## src/rtl/cts_pkg.sv

```systemverilog
package cts_pkg;
  localparam int CSW = 5;
  localparam int DSW = 4;
  localparam int NEV = 4;
  localparam int EV_CMD  = 0;
  localparam int EV_XFER = 1;
  localparam int EV_DDONE = 2;
  localparam int EV_DERR = 3;

  typedef enum logic [2:0] {
    ST_IDLE, ST_CMD, ST_DATA, ST_BUSY, ST_STOP, ST_DERR
  } seq_st_t;

  localparam int NPASS = 5;

  typedef enum logic [1:0] {
    EC_NONE = 2'd0, EC_TMO = 2'd1, EC_CRC = 2'd2, EC_IO = 2'd3
  } err_code_t;
endpackage

```

## src/rtl/cts_err_classify.sv

```systemverilog
module cts_err_classify #(
  parameter int SW = 5
) (
  input  logic [SW-1:0] stat,
  input  logic          crc_en,
  output logic [1:0]    code
);
  import cts_pkg::*;
  logic t_hit, c_hit, io_hit;
  always_comb begin
    t_hit  = stat[0];
    c_hit  = stat[1] & crc_en;
    io_hit = |stat[SW-1:2];
    if (t_hit)       code = EC_TMO;
    else if (c_hit)  code = EC_CRC;
    else if (io_hit) code = EC_IO;
    else             code = EC_NONE;
  end
endmodule

```

## src/rtl/cts_event_latch.sv

```systemverilog
module cts_event_latch
  import cts_pkg::*;
#(
  parameter int NE = NEV,
  parameter int CW = CSW,
  parameter int DW = DSW
) (
  input  logic          clk,
  input  logic          rst,
  input  logic          arm,
  input  logic [NE-1:0] ev_in,
  input  logic [NE-1:0] pend_nxt,
  input  logic [CW-1:0] cstat_in,
  input  logic [DW-1:0] dstat_in,
  output logic [NE-1:0] ev_eff,
  output logic [CW-1:0] cstat_eff,
  output logic [DW-1:0] dstat_eff
);
  logic [NE-1:0] pend_q;
  logic [CW-1:0] cstat_q;
  logic [DW-1:0] dstat_q;
  logic          cap_c, cap_d;

  assign cap_c     = ev_in[EV_CMD];
  assign cap_d     = ev_in[EV_DDONE] | ev_in[EV_DERR];
  assign ev_eff    = pend_q | (ev_in & {NE{arm}});
  assign cstat_eff = cap_c ? cstat_in : cstat_q;
  assign dstat_eff = cap_d ? dstat_in : dstat_q;

  always_ff @(posedge clk) begin
    if (rst) begin
      pend_q  <= '0;
      cstat_q <= '0;
      dstat_q <= '0;
    end else begin
      pend_q  <= pend_nxt;
      cstat_q <= cstat_eff;
      dstat_q <= dstat_eff;
    end
  end
endmodule

```

## src/rtl/card_txn_seq.sv

```systemverilog
module card_txn_seq
  import cts_pkg::*;
#(
  parameter int CNT_W = 9,
  parameter int BLK_W = 16
) (
  input  logic                   clk,
  input  logic                   rst,
  input  logic                   req_start,
  input  logic                   req_has_data,
  input  logic                   req_has_stop,
  input  logic                   req_crc_chk,
  input  logic [CNT_W-1:0]       req_blocks,
  input  logic [BLK_W-1:0]       req_blk_len,
  input  logic                   ev_cmd_done,
  input  logic                   ev_xfer_done,
  input  logic                   ev_data_done,
  input  logic                   ev_data_err,
  input  logic [4:0]             cmd_status,
  input  logic [3:0]             data_status,
  input  logic                   card_removed,
  output logic                   busy,
  output logic                   cmd_issue,
  output logic                   cmd_is_stop,
  output logic                   done,
  output logic [1:0]             cmd_err,
  output logic [1:0]             data_err,
  output logic [1:0]             stop_err,
  output logic                   no_med_cmd,
  output logic                   no_med_data,
  output logic                   no_med_stop,
  output logic [CNT_W+BLK_W-1:0] bytes_done
);
  localparam int BYTES_W = CNT_W + BLK_W;

  seq_st_t              state_q, state_n;
  logic                 has_data_q, has_stop_q, crc_q;
  logic [CNT_W-1:0]     blocks_q;
  logic [BLK_W-1:0]     blk_len_q;
  logic                 issue_n, is_stop_n, done_n;
  logic [1:0]           cerr_n, derr_n, serr_n;
  logic                 nm_c_n, nm_d_n, nm_s_n;
  logic [BYTES_W-1:0]   bytes_n, bytes_full;
  logic [NEV-1:0]       ev_raw, ev_eff, pend_nxt;
  logic [CSW-1:0]       cstat_eff;
  logic [DSW-1:0]       dstat_eff;
  logic [1:0]           ccode, dcode;

  assign ev_raw     = {ev_data_err, ev_data_done, ev_xfer_done, ev_cmd_done};
  assign busy       = (state_q != ST_IDLE);
  assign bytes_full = BYTES_W'(blocks_q) * BYTES_W'(blk_len_q);

  cts_event_latch #(.NE(NEV), .CW(CSW), .DW(DSW)) u_evl (
    .clk(clk), .rst(rst), .arm(busy), .ev_in(ev_raw), .pend_nxt(pend_nxt),
    .cstat_in(cmd_status), .dstat_in(data_status),
    .ev_eff(ev_eff), .cstat_eff(cstat_eff), .dstat_eff(dstat_eff)
  );

  cts_err_classify #(.SW(CSW)) u_ccls (
    .stat(cstat_eff), .crc_en(crc_q), .code(ccode)
  );

  cts_err_classify #(.SW(DSW)) u_dcls (
    .stat(dstat_eff), .crc_en(1'b1), .code(dcode)
  );

  always_comb begin
    seq_st_t st;
    logic pc, px, pd, pe;
    st = state_q;
    {pe, pd, px, pc} = ev_eff;
    issue_n   = 1'b0;
    is_stop_n = cmd_is_stop;
    done_n    = 1'b0;
    cerr_n    = cmd_err;
    derr_n    = data_err;
    serr_n    = stop_err;
    nm_c_n    = no_med_cmd;
    nm_d_n    = no_med_data;
    nm_s_n    = no_med_stop;
    bytes_n   = bytes_done;
    if (state_q == ST_IDLE) begin
      if (req_start) begin
        st = ST_CMD;
        issue_n = 1'b1;
        is_stop_n = 1'b0;
        cerr_n = EC_NONE;
        derr_n = EC_NONE;
        serr_n = EC_NONE;
        {nm_c_n, nm_d_n, nm_s_n} = 3'b000;
        bytes_n = '0;
      end
    end else if (card_removed) begin
      case (state_q)
        ST_CMD:  begin nm_c_n = 1'b1; nm_d_n = has_data_q; end
        ST_DATA: nm_d_n = 1'b1;
        ST_BUSY, ST_DERR: begin nm_d_n = 1'b1; nm_s_n = has_stop_q; end
        ST_STOP: nm_s_n = 1'b1;
        default: ;
      endcase
      st = ST_IDLE;
      done_n = 1'b1;
    end else begin
      for (int i = 0; i < NPASS; i++) begin
        case (st)
          ST_CMD: if (pc) begin
            pc = 1'b0;
            cerr_n = ccode;
            if (!has_data_q || ccode != EC_NONE) begin
              st = ST_IDLE; done_n = 1'b1;
            end else st = ST_DATA;
          end
          ST_DATA: if (pe) begin
            pe = 1'b0;
            if (has_stop_q) begin issue_n = 1'b1; is_stop_n = 1'b1; end
            st = ST_DERR;
          end else if (px) begin
            px = 1'b0;
            st = ST_BUSY;
          end
          ST_DERR: if (px) begin
            px = 1'b0;
            st = ST_BUSY;
          end
          ST_BUSY: if (pd) begin
            pd = 1'b0;
            derr_n = dcode;
            if (dcode == EC_NONE) bytes_n = bytes_full;
            if (!has_stop_q) begin
              st = ST_IDLE; done_n = 1'b1;
            end else begin
              st = ST_STOP;
              if (dcode == EC_NONE) begin issue_n = 1'b1; is_stop_n = 1'b1; end
            end
          end
          ST_STOP: if (pc) begin
            pc = 1'b0;
            serr_n = ccode;
            st = ST_IDLE; done_n = 1'b1;
          end
          default: ;
        endcase
      end
    end
    if (st == ST_IDLE) {pe, pd, px, pc} = '0;
    state_n  = st;
    pend_nxt = {pe, pd, px, pc};
  end

  always_ff @(posedge clk) begin
    if (rst) begin
      state_q     <= ST_IDLE;
      has_data_q  <= 1'b0;
      has_stop_q  <= 1'b0;
      crc_q       <= 1'b0;
      blocks_q    <= '0;
      blk_len_q   <= '0;
      cmd_issue   <= 1'b0;
      cmd_is_stop <= 1'b0;
      done        <= 1'b0;
      cmd_err     <= 2'd0;
      data_err    <= 2'd0;
      stop_err    <= 2'd0;
      no_med_cmd  <= 1'b0;
      no_med_data <= 1'b0;
      no_med_stop <= 1'b0;
      bytes_done  <= '0;
    end else begin
      if (state_q == ST_IDLE && req_start) begin
        has_data_q <= req_has_data;
        has_stop_q <= req_has_stop;
        crc_q      <= req_crc_chk;
        blocks_q   <= req_blocks;
        blk_len_q  <= req_blk_len;
      end
      state_q     <= state_n;
      cmd_issue   <= issue_n;
      cmd_is_stop <= is_stop_n;
      done        <= done_n;
      cmd_err     <= cerr_n;
      data_err    <= derr_n;
      stop_err    <= serr_n;
      no_med_cmd  <= nm_c_n;
      no_med_data <= nm_d_n;
      no_med_stop <= nm_s_n;
      bytes_done  <= bytes_n;
    end
  end
endmodule

```

## config.mk

```make
export PLATFORM = sky130hd
export DESIGN_NAME = card_txn_seq
export DESIGN_NICKNAME = d
export VERILOG_FILES = /design/src/rtl/cts_pkg.sv /design/src/rtl/cts_err_classify.sv /design/src/rtl/cts_event_latch.sv /design/src/rtl/card_txn_seq.sv
export SDC_FILE = /design/constraint.sdc
export NUM_CORES = 1
export LEC_CHECK = 0
export BUFFER_PORTS_ARGS = -buffer_cell sky130_fd_sc_hd__buf_2
export CORE_ASPECT_RATIO = 1.75
export CORE_UTILIZATION = 60
export CTS_CLUSTER_DIAMETER = 30
export DETAILED_ROUTE_END_ITERATION = 12
export PLACE_DENSITY = 0.87
export SLEW_MARGIN = 20
export SYNTH_ARGS = -nofsm -noshare
export SYNTH_HDL_FRONTEND = slang
export SYNTH_SLANG_ARGS = --single-unit
export TNS_END_PERCENT = 50
```

## constraint.sdc

```tcl
create_clock -name clk -period 8.62 [get_ports clk]
set_input_delay 1.724 -clock clk [delete_from_list [all_inputs] [get_ports clk]]
set_output_delay 1.724 -clock clk [all_outputs]
set_load 0.02 [all_outputs]
```

# Word level (Yosys, flattened, before mapping)
# Cells that the tools add are included.
[totals]
reg_bits = 81
wordCells = 369
inputBits = 45
output_inout_bits = 38
[op_classes]
multipliers = 1
n_bitwise = 4
mux = 291
n_eq_ne = 27
n_reduce_logical = 27
[op_table]
columns = ["op", "n"]
rows = [
  ["$mux 25", 20],
  ["$mux 1", 155],
  ["$mux 3", 37],
  ["$mux 2", 50],
  ["$pmux 3 s5", 5],
  ["$pmux 1 s2", 17],
  ["$eq 3x2->1 const B", 10],
  ["$eq 3x3->1 const B", 10],
  ["$mul 9x16->25", 1],
  ["$reduce_or 2->1", 9],
  ["$eq 3x1->1 const B", 5],
  ["$pmux 1 s3", 5],
  ["$reduce_and 3->1", 3],
  ["$reduce_bool 3->1", 3],
  ["$logic_not 3->1", 2],
  ["$reduce_bool 2->1", 3],
  ["$reduce_or 3->1", 2],
  ["$mux 5", 1],
  ["$and 4x4->4", 1],
  ["$mux 4", 1],
  ["$or 4x4->4", 1],
  ["$logic_not 2->1", 1],
  ["$ne 2x1->1 const B", 1],
  ["$ne 2x2->1 const B", 1],
  ["6 further kinds", 6],
]

# Logic depth before layout (Yosys ltp)
# Gate-level depths: netlist of run 1.
[logic_depth]
word_depth = 34
ltp_mapped = 22
ltp_nobuf = 21

# Cells and area by module
# A second synthesis of run 1 with hierarchy kept.
[unflattened]
cells_unflattened = 1048
hier_area_um2 = 8605.8
[by_module_without_submodules]
columns = ["mod", "area_each_um2", "cells_per_inst", "n_inst"]
rows = [
  ["card_txn_seq", 8005.2, 990, 1],
  ["cts_event_latch", 546.8, 49, 1],
  ["cts_err_classify at u_ccls", 27.5, 5, 1],
  ["cts_err_classify at u_dcls", 26.3, 4, 1],
]

# Least setup slack after synthesis of run 1
# No wires, ideal clock.
[synth_path]
path_kind = "register to register"
startpoint = "register blocks_q[0]"
endpoint = "register bytes_done[23]"
stages_incl_launch_ff = 22
path_buffers = 2
arrival_time_ns = 5.108
required_ns = 8.533
path_slack_ns = 3.425
period_less_slack_ns = 5.195
path_cell_list = "dfxtp_1 -> clkbuf_1 -> clkbuf_1 -> nand2_1 -> fa_1 -> inv_1 -> fa_1 -> fa_1 -> inv_1 -> fa_1 -> inv_1 -> ha_1 -> nand3_1 -> o2111ai_1 -> nand2_1 -> o21ai_0 -> or4_1 -> a31o_2 -> o211ai_1 -> o21ai_0 -> xnor2_1 -> o31ai_1"
[synth_via]
elab_chain_len = 20
[synth_lines]
columns = ["element", "line", "text"]
rows = [
  ["start, declared", "card_txn_seq.sv:38", "logic [CNT_W-1:0] blocks_q;"],
  ["start signal, assigned", "card_txn_seq.sv:173", "blocks_q <= req_blocks;"],
  ["$mul 9x16->25 *", "card_txn_seq.sv:51", "assign bytes_full = BYTES_W'(blocks_q) * BYTES_W'(blk_len_q);"],
  ["$mux 25", "card_txn_seq.sv:128", "if (dcode == EC_NONE) bytes_n = bytes_full;"],
  ["$mux 25", "card_txn_seq.sv:125", "ST_BUSY: if (pd) begin"],
  ["$mux 25", "card_txn_seq.sv:105", "case (st)"],
  ["$mux 25", "card_txn_seq.sv:93", "end else if (card_removed) begin"],
  ["$mux 25", "card_txn_seq.sv:82", "if (state_q == ST_IDLE) begin"],
  ["$mux 25", "card_txn_seq.sv:128", ""],
  ["$mux 25", "card_txn_seq.sv:125", ""],
  ["(+4 left out)", "n/a", ""],
  ["$mux 25", "card_txn_seq.sv:128", ""],
  ["$mux 25", "card_txn_seq.sv:125", ""],
  ["$mux 25", "card_txn_seq.sv:105", ""],
  ["$mux 25", "card_txn_seq.sv:128", ""],
  ["$mux 25", "card_txn_seq.sv:125", ""],
  ["$mux 25 *", "card_txn_seq.sv:105", ""],
  ["$mux 25 *", "card_txn_seq.sv:93", ""],
  ["$mux 25 *", "card_txn_seq.sv:82", ""],
  ["end signal, assigned", "card_txn_seq.sv:186", "bytes_done <= bytes_n;"],
  ["end, declared", "card_txn_seq.sv:32", "output logic [CNT_W+BLK_W-1:0] bytes_done"],
]
# Mark *: on every way between the ends. The rest lies on a longest branch, timed or not. The select of a mux whose other input is x is not followed.
# A chain may end at the register's enable or synchronous reset.

# Worst setup path after layout of run 1
# Same ends and word-level chain as after synthesis.

==> metrics.cfg, run 1 <==
[clocking]
cts_tree=done
cts_setup_buffers=0
cts-root-buf=clkbuf_16
clk_pin_slew_ps=70
numCtsBuffers=9
cts-htree-levels=3
clock_sinks=81
cts_resized=0
cts_hold_buf=0
clockBufferDepth=2
worstSkewPairLatency_ps=350

[pwr]
p_leak_nw=4.45
power_density_nw_per_um2=129
ir_drop_mv=0.103
finalPower_mw=1.20

[drt]
wl_mm=22.7
drc_errors=0
ant_nets=0
dr.pass1.iters=5
vias=7678
post_drt_wl_per_cell_um=17.8
drtIter0Drc=366
via_per_inst=6.02

[sta]
fin_worst_skew_ps=11.8
whs_ps=455
hold_viol=0
fmax_mhz=172
fin_crit_ps=5820
slew_viol_final=0
setup_tns_ps=0
setup_violations=0
slew_headroom_pct=29.4
timing.final.crit_share_pct=67.5
rsz0062_at_grt=no
worst_pin_slew_ps=1060

[logic_synthesis]
synth.area.top_cells=fa_1 (23%), dfxtp_1 (19%), nand2_1 (7.3%)
syn-num-nets=1249
synth_most_common_cell=nand2_1
synthCells=1060
synth_ff_type=dfxtp_1
synthArstFlopShare_pct=0
syn_area_sq_um=8520
netlist_top_cells_count=nand2_1 (166), inv_1 (138), fa_1 (99), and2_1 (88), a21oi_1 (82)
synth.avg_cell_area_sq_um=8.04
ys_warn_count=0
synth_seq_cells=81
synth_edf_count=0
synth_top_cell_area_share_pct=23.3
synth.distinct_cells=80
synth_area_leader_cell=fa_1
seq_area_frac_synth_pct=19.0

[placement]
portBuffers=82
place_hpwl_mm=17.6
place.gp.congestion=0.975

[critical_path]
path_max_fanout=17
critical_path_class=reg2reg
cp-start-kind=register
crit_path_end_kind=register
crit_required_ps=8890
arrival_ps=6080

[global_routing]
grt_max_degree=81
grt_overflow=0
grt_pass1_wl_mm=37.4
antenna_found_initial=0
grt_pass1_vias=7869
grt_usage_pct=32.6

[layout]
area.growth.synth_to_final_pct=9.07
nets=1283
nFillCells=1150
drive_gt1_share_pct=12.0
n_antenna_cell=0

[flow_run]
cap_violations=0

[floorplanning]
die_y_um=160
initial_core_util_pct=61.3
core_sq_um=13900
die-area_sq_um=14700
num_rows=57
ios=83
die_w_um=92.1

[status]
outcome=finished, final reports clean

[min_path]
hp-class=reg2reg

-- report_power, final --
part	switching [mW]	internal, mW	total (mW)
logic	0.185	0.109	0.294
clock network	0.182	0.290	0.472
registers	0.0414	0.390	0.431
total	0.408	0.789	1.20
-- worst max-delay path, stage by stage (launching register included) --
cell	delay, ps
dfxtp_1	790
nand2_1	170
fa_1	560
inv_1	50
fa_1	500
fa_1	560
inv_1	50
fa_1	470
inv_1	40
ha_1	210
nor3_1	250
o2111ai_1	230
nand2_1	160
o21ai_0	170
or4_1	500
a31o_2	250
o211ai_1	270
o21ai_0	170
xnor2_1	150
o31ai_1	170
-- stage by stage --
stage | area (sq um) | std cells | worst slack (ps) | util (%)
3_5_place_dp | 8940 | 1260 | 2930 | 64.3
3_3_place_gp | 8940 | 1260 | 3040 | 64.3
4_1_cts | 9290 | 1276 | 2900 | 66.8
6_report | 9290 | 1276 | 2800 | 66.8
5_1_grt | 9290 | 1276 | 2570 | 66.8
2_1_floorplan | 8520 | 1060 | 3420 | -
-- layout by cell type, fill, tap and decap left out, drive strengths merged, types with 5 or more instances in the layout --
cell type  instances
mux2i              6
a22oi              5
and3               8
inv              142
nor3              19
or3               10
xnor2             12
a31oi             10
nand2            166
ha                45
nand2b            10
clkbuf             9
and2              88
fa                99
buf               87
dfxtp             81
o21a               5
o31ai              6
nor2              46
o211ai             8
o21ai             25
a211oi             6
a21oi             83
nand3             42
-- worst paths after layout --
path | slack [ps] | from | cells after the start | to
max | 2800 | blocks_q[0] | 19 | bytes_done[23]
min | 450 | u_evl.dstat_q[3] | 2 | u_evl.dstat_q[3]
max reg2reg | 2800 | blocks_q[0] | 19 | bytes_done[23]
min reg2reg | 450 | u_evl.dstat_q[3] | 2 | u_evl.dstat_q[3]
-- cells by family (layout without fill, tap and decap cells) --
kind of cell | count (synthesis) | count (layout) | share of synthesized area [%]
muxes | 9 | 9 | 1.10
AOI/OAI and AO/OA | 188 | 188 | 14.7
buffers and inverters | 202 | 241 | 9.13
and+or+nand+nor | 420 | 420 | 24.5
DFF | 81 | 81 | 19.0
xor gates and xnor gates | 16 | 16 | 1.64
adders and majority gates | 144 | 144 | 29.9
-- metal layers --
| layer | vias up | wire, um | track usage, % |
|---|---|---|---|
| li1 | 3527 | - | - |
| met5 | - | 0 | 0 |
| met4 | 0 | 1440 | 20.5 |
| met3 | 110 | 1360 | 5.33 |
| met1 | 3672 | 7780 | 33.7 |
| met2 | 369 | 12100 | 59.7 |
-- state kept, by name, indices dropped and copies added (netlist names) --
register       count
blk_len_q         16
blocks_q           9
bytes_done        25
cmd_err            2
cmd_is_stop        1
cmd_issue          1
crc_q              1
data_err           2
done               1
has_data_q         1
has_stop_q         1
no_med_cmd         1
no_med_data        1
no_med_stop        1
state_q            3
stop_err           2
u_evl.cstat_q      5
u_evl.dstat_q      4
u_evl.pend_q       4
-- area by class of cell --
type	count	area (sq um)	area share, %
timing repair buffer	87	448	4.82
inverter	138	518	5.57
tap	177	221	2.38
clock inverter	7	130	1.40
multi-input combinational	777	6130	66.0
sequential	81	1620	17.4
clock buffer	9	225	2.42
(Power assumes the default switching activity.)
==> inputs of run 2 (changes only) <==
CORE_UTILIZATION = 56   (was 60)
PLACE_DENSITY = 0.85   (was 0.87)
clock period = 4.9 ns   (was 8.62 ns; I/O delays follow)
==> run 2 against run 1 <==
  * First-iteration DRC count rose by 85%
  * Sequential power rose by 70%
  * Non-clock buffer count rose by 87
  * Core utilization grew 3.1 points
  * Critical endpoint is now bytes_done[21]
  * Clock power rose by 56%
  * The flow now finishes with violations (setup timing)
==> metrics.cfg, run 2 (synthesis gave the netlist of run 1 again) <==
[drt]
via_per_inst=6.17  ; was 6.02
wl_mm=27.9  ; was 22.7 mm
post_drt_wl_per_cell_um=20.4  ; was 17.8 um
ant_nets=0  ; unchanged
drtIter0Drc=676  ; was 366
dr.pass1.iters=5  ; unchanged
vias=8446  ; was 7678
drc_errors=0  ; unchanged

[floorplanning]
die_y_um=165  ; was 160 um
die_w_um=95.2  ; was 92.1 um
core_sq_um=14800  ; was 13900 sq um
num_rows=59  ; was 57
ios=83  ; unchanged
initial_core_util_pct=57.4  ; was 61.3%
die-area_sq_um=15700  ; was 14700 sq um

[placement]
place.gp.congestion=0.989  ; was 0.975
dp_slack_ps=-255  ; was 2930 ps
place_hpwl_mm=19.5  ; was 17.6 mm
portBuffers=82  ; unchanged

[global_routing]
grt_pass1_vias=8487  ; was 7869
grt_usage_pct=34.6  ; was 32.6%
antenna_found_initial=0  ; unchanged
grt_max_degree=43  ; was 81
grt_pass1_wl_mm=41.0  ; was 37.4 mm
grt_overflow=0  ; unchanged

[layout]
regArea_sq_um=1680  ; was 1620 sq um
nFillCells=1062  ; was 1150
nets=1370  ; was 1283
mostFrequentLayoutCell=nand2_1  ; unchanged
area.growth.synth_to_final_pct=21.8  ; was 9.07%
layout_top_registers=bytes_done x25, blk_len_q x16, blocks_q x9  ; unchanged
largest_reg_flops=25  ; unchanged
largest-register=bytes_done  ; unchanged
drive_gt1_share_pct=24.0  ; was 12.0%
mostFrequentLayoutCells=nand2_1 (160), inv_1 (132), fa_1 (95), and2_1 (83), buf_2 (82)  ; was nand2_1 (165), inv_1 (138), fa_1 (99), and2_1 (88)
n_antenna_cell=0  ; unchanged
multi_input_area_sq_um=6420  ; was 6130 sq um

[sta]
fmax_mhz=200  ; was 172 MHz
setup_violations=6  ; was 0
worst_slack_ps=-105  ; was 2800 ps
slew_headroom_pct=32.8  ; was 29.4%
fin_crit_ps=5010  ; was 5820 ps
hold_viol=0  ; unchanged
whs_ps=453  ; was 455 ps
timing.final.crit_share_pct=102  ; was 67.5%
worst_pin_slew_ps=1000  ; was 1060 ps
slew_viol_final=0  ; unchanged
fin_worst_skew_ps=12.6  ; was 11.8 ps
rsz0062_at_grt=yes  ; was no

[clocking]
cts-root-buf=clkbuf_16  ; unchanged
clock_sinks=81  ; unchanged
cts-htree-levels=3  ; unchanged
numCtsBuffers=9  ; unchanged
cts_tree=done  ; unchanged
cts_hold_buf=0  ; unchanged
worstSkewPairLatency_ps=360  ; was 350 ps
clk_pin_slew_ps=70  ; about the same
clockBufferDepth=2  ; unchanged

[critical_path]
r2r_cells=20  ; was 19
crit_required_ps=5190  ; was 8890 ps
path_max_fanout=6  ; was 17
cp-endpoint=bytes_done[21]  ; was bytes_done[23]
cp-start-kind=register  ; unchanged
critical_path_class=reg2reg  ; unchanged
rr_startpoint=blocks_q[8]  ; was blocks_q[0]
reg2reg_slack_ps=-110  ; was 2800 ps
arrival_ps=5290  ; was 6080 ps
rr_endpoint=bytes_done[21]  ; was bytes_done[23]
worstSetupStartpoint=blocks_q[8]  ; was blocks_q[0]
crit_path_end_kind=register  ; unchanged

[status]
violations=setup timing
outcome=finished, violations left  ; was finished, final reports clean

[pwr]
power_density_nw_per_um2=209  ; was 129 nW/um^2
ir_drop_mv=0.157  ; was 0.103 mV
p_leak_nw=4.93  ; was 4.45 nW

[min_path]
hp-class=reg2reg  ; unchanged

[flow_run]
cap_violations=0  ; unchanged

==> run 2: per-layer routing <==
layer	share of wire, %	up-vias	routed length (um)	GRT usage (%)
met3	7.0	213	1950	5.72
met2	51	511	14200	62.5
met1	33	4002	9120	33.9
met4	9.5	0	2650	27.1
met5	0	-	0	0
li1	-	3720	-	-
==> run 2: worst min path at each step <==
stage               slack [ps]               end        startpoint  cells past startpoint
floorplan                  430  u_evl.dstat_q[2]  u_evl.dstat_q[2]                      2
global placement           440  u_evl.dstat_q[2]  u_evl.dstat_q[2]                      2
detailed placement         450  u_evl.dstat_q[3]  u_evl.dstat_q[3]                      2
CTS                        460  u_evl.dstat_q[3]  u_evl.dstat_q[3]                      2
global route               480  u_evl.dstat_q[3]  u_evl.dstat_q[3]                      2
finish                     450  u_evl.dstat_q[3]  u_evl.dstat_q[3]                      2
==> run 2: cell type report <==
type	count	area share, %
Multi-Input combinational cell	777	61.9
Sequential cell	81	16.2
Timing Repair Buffer	174	11.7
Inverter	138	4.99
Tap cell	183	2.21
Clock buffer	9	2.17
Clock inverter	7	0.796
==> run 2: what timing repair did <==
action,4_1_cts,5_1_grt
endpoints found under the setup margin,6,7
gates cloned,1,1
setup buffers,9,11
pin swaps,25,34
resized for setup,69,32
==> run 2: per-stage QoR <==
stage	std cells	utilization, %	TNS [ps]	area [sq um]	total power, mW
floorplan	1060	-	0	8570	1.13
global placement	1332	64.0	-234	9490	1.33
detailed placement	1332	64.0	-750	9490	1.34
CTS	1357	68.1	-32.8	10100	2.10
global route	1369	69.9	-1500	10400	2.25
finish	1369	69.9	-339	10400	2.16
==> run 2: critical path: stages (launching register included) <==
cell and delay (ps):
dfxtp_4 360, buf_12 140, buf_4 140, and2_4 140, fa_1 540, fa_1 460
fa_1 540, inv_2 40, fa_1 510, inv_2 50, ha_4 220, and2_4 150
a31oi_4 160, o21ai_2 100, or4_4 440, a31o_4 250, o211ai_1 220, buf_4 160
xnor2_2 100, nand2_1 100, a21oi_2 140
==> run 2: power breakdown <==
part           internal (mW)  switching, mW  total, mW
sequential             0.686         0.0478      0.734
clock                  0.405          0.329      0.734
combinational          0.285          0.411      0.696
total                   1.38          0.788       2.16
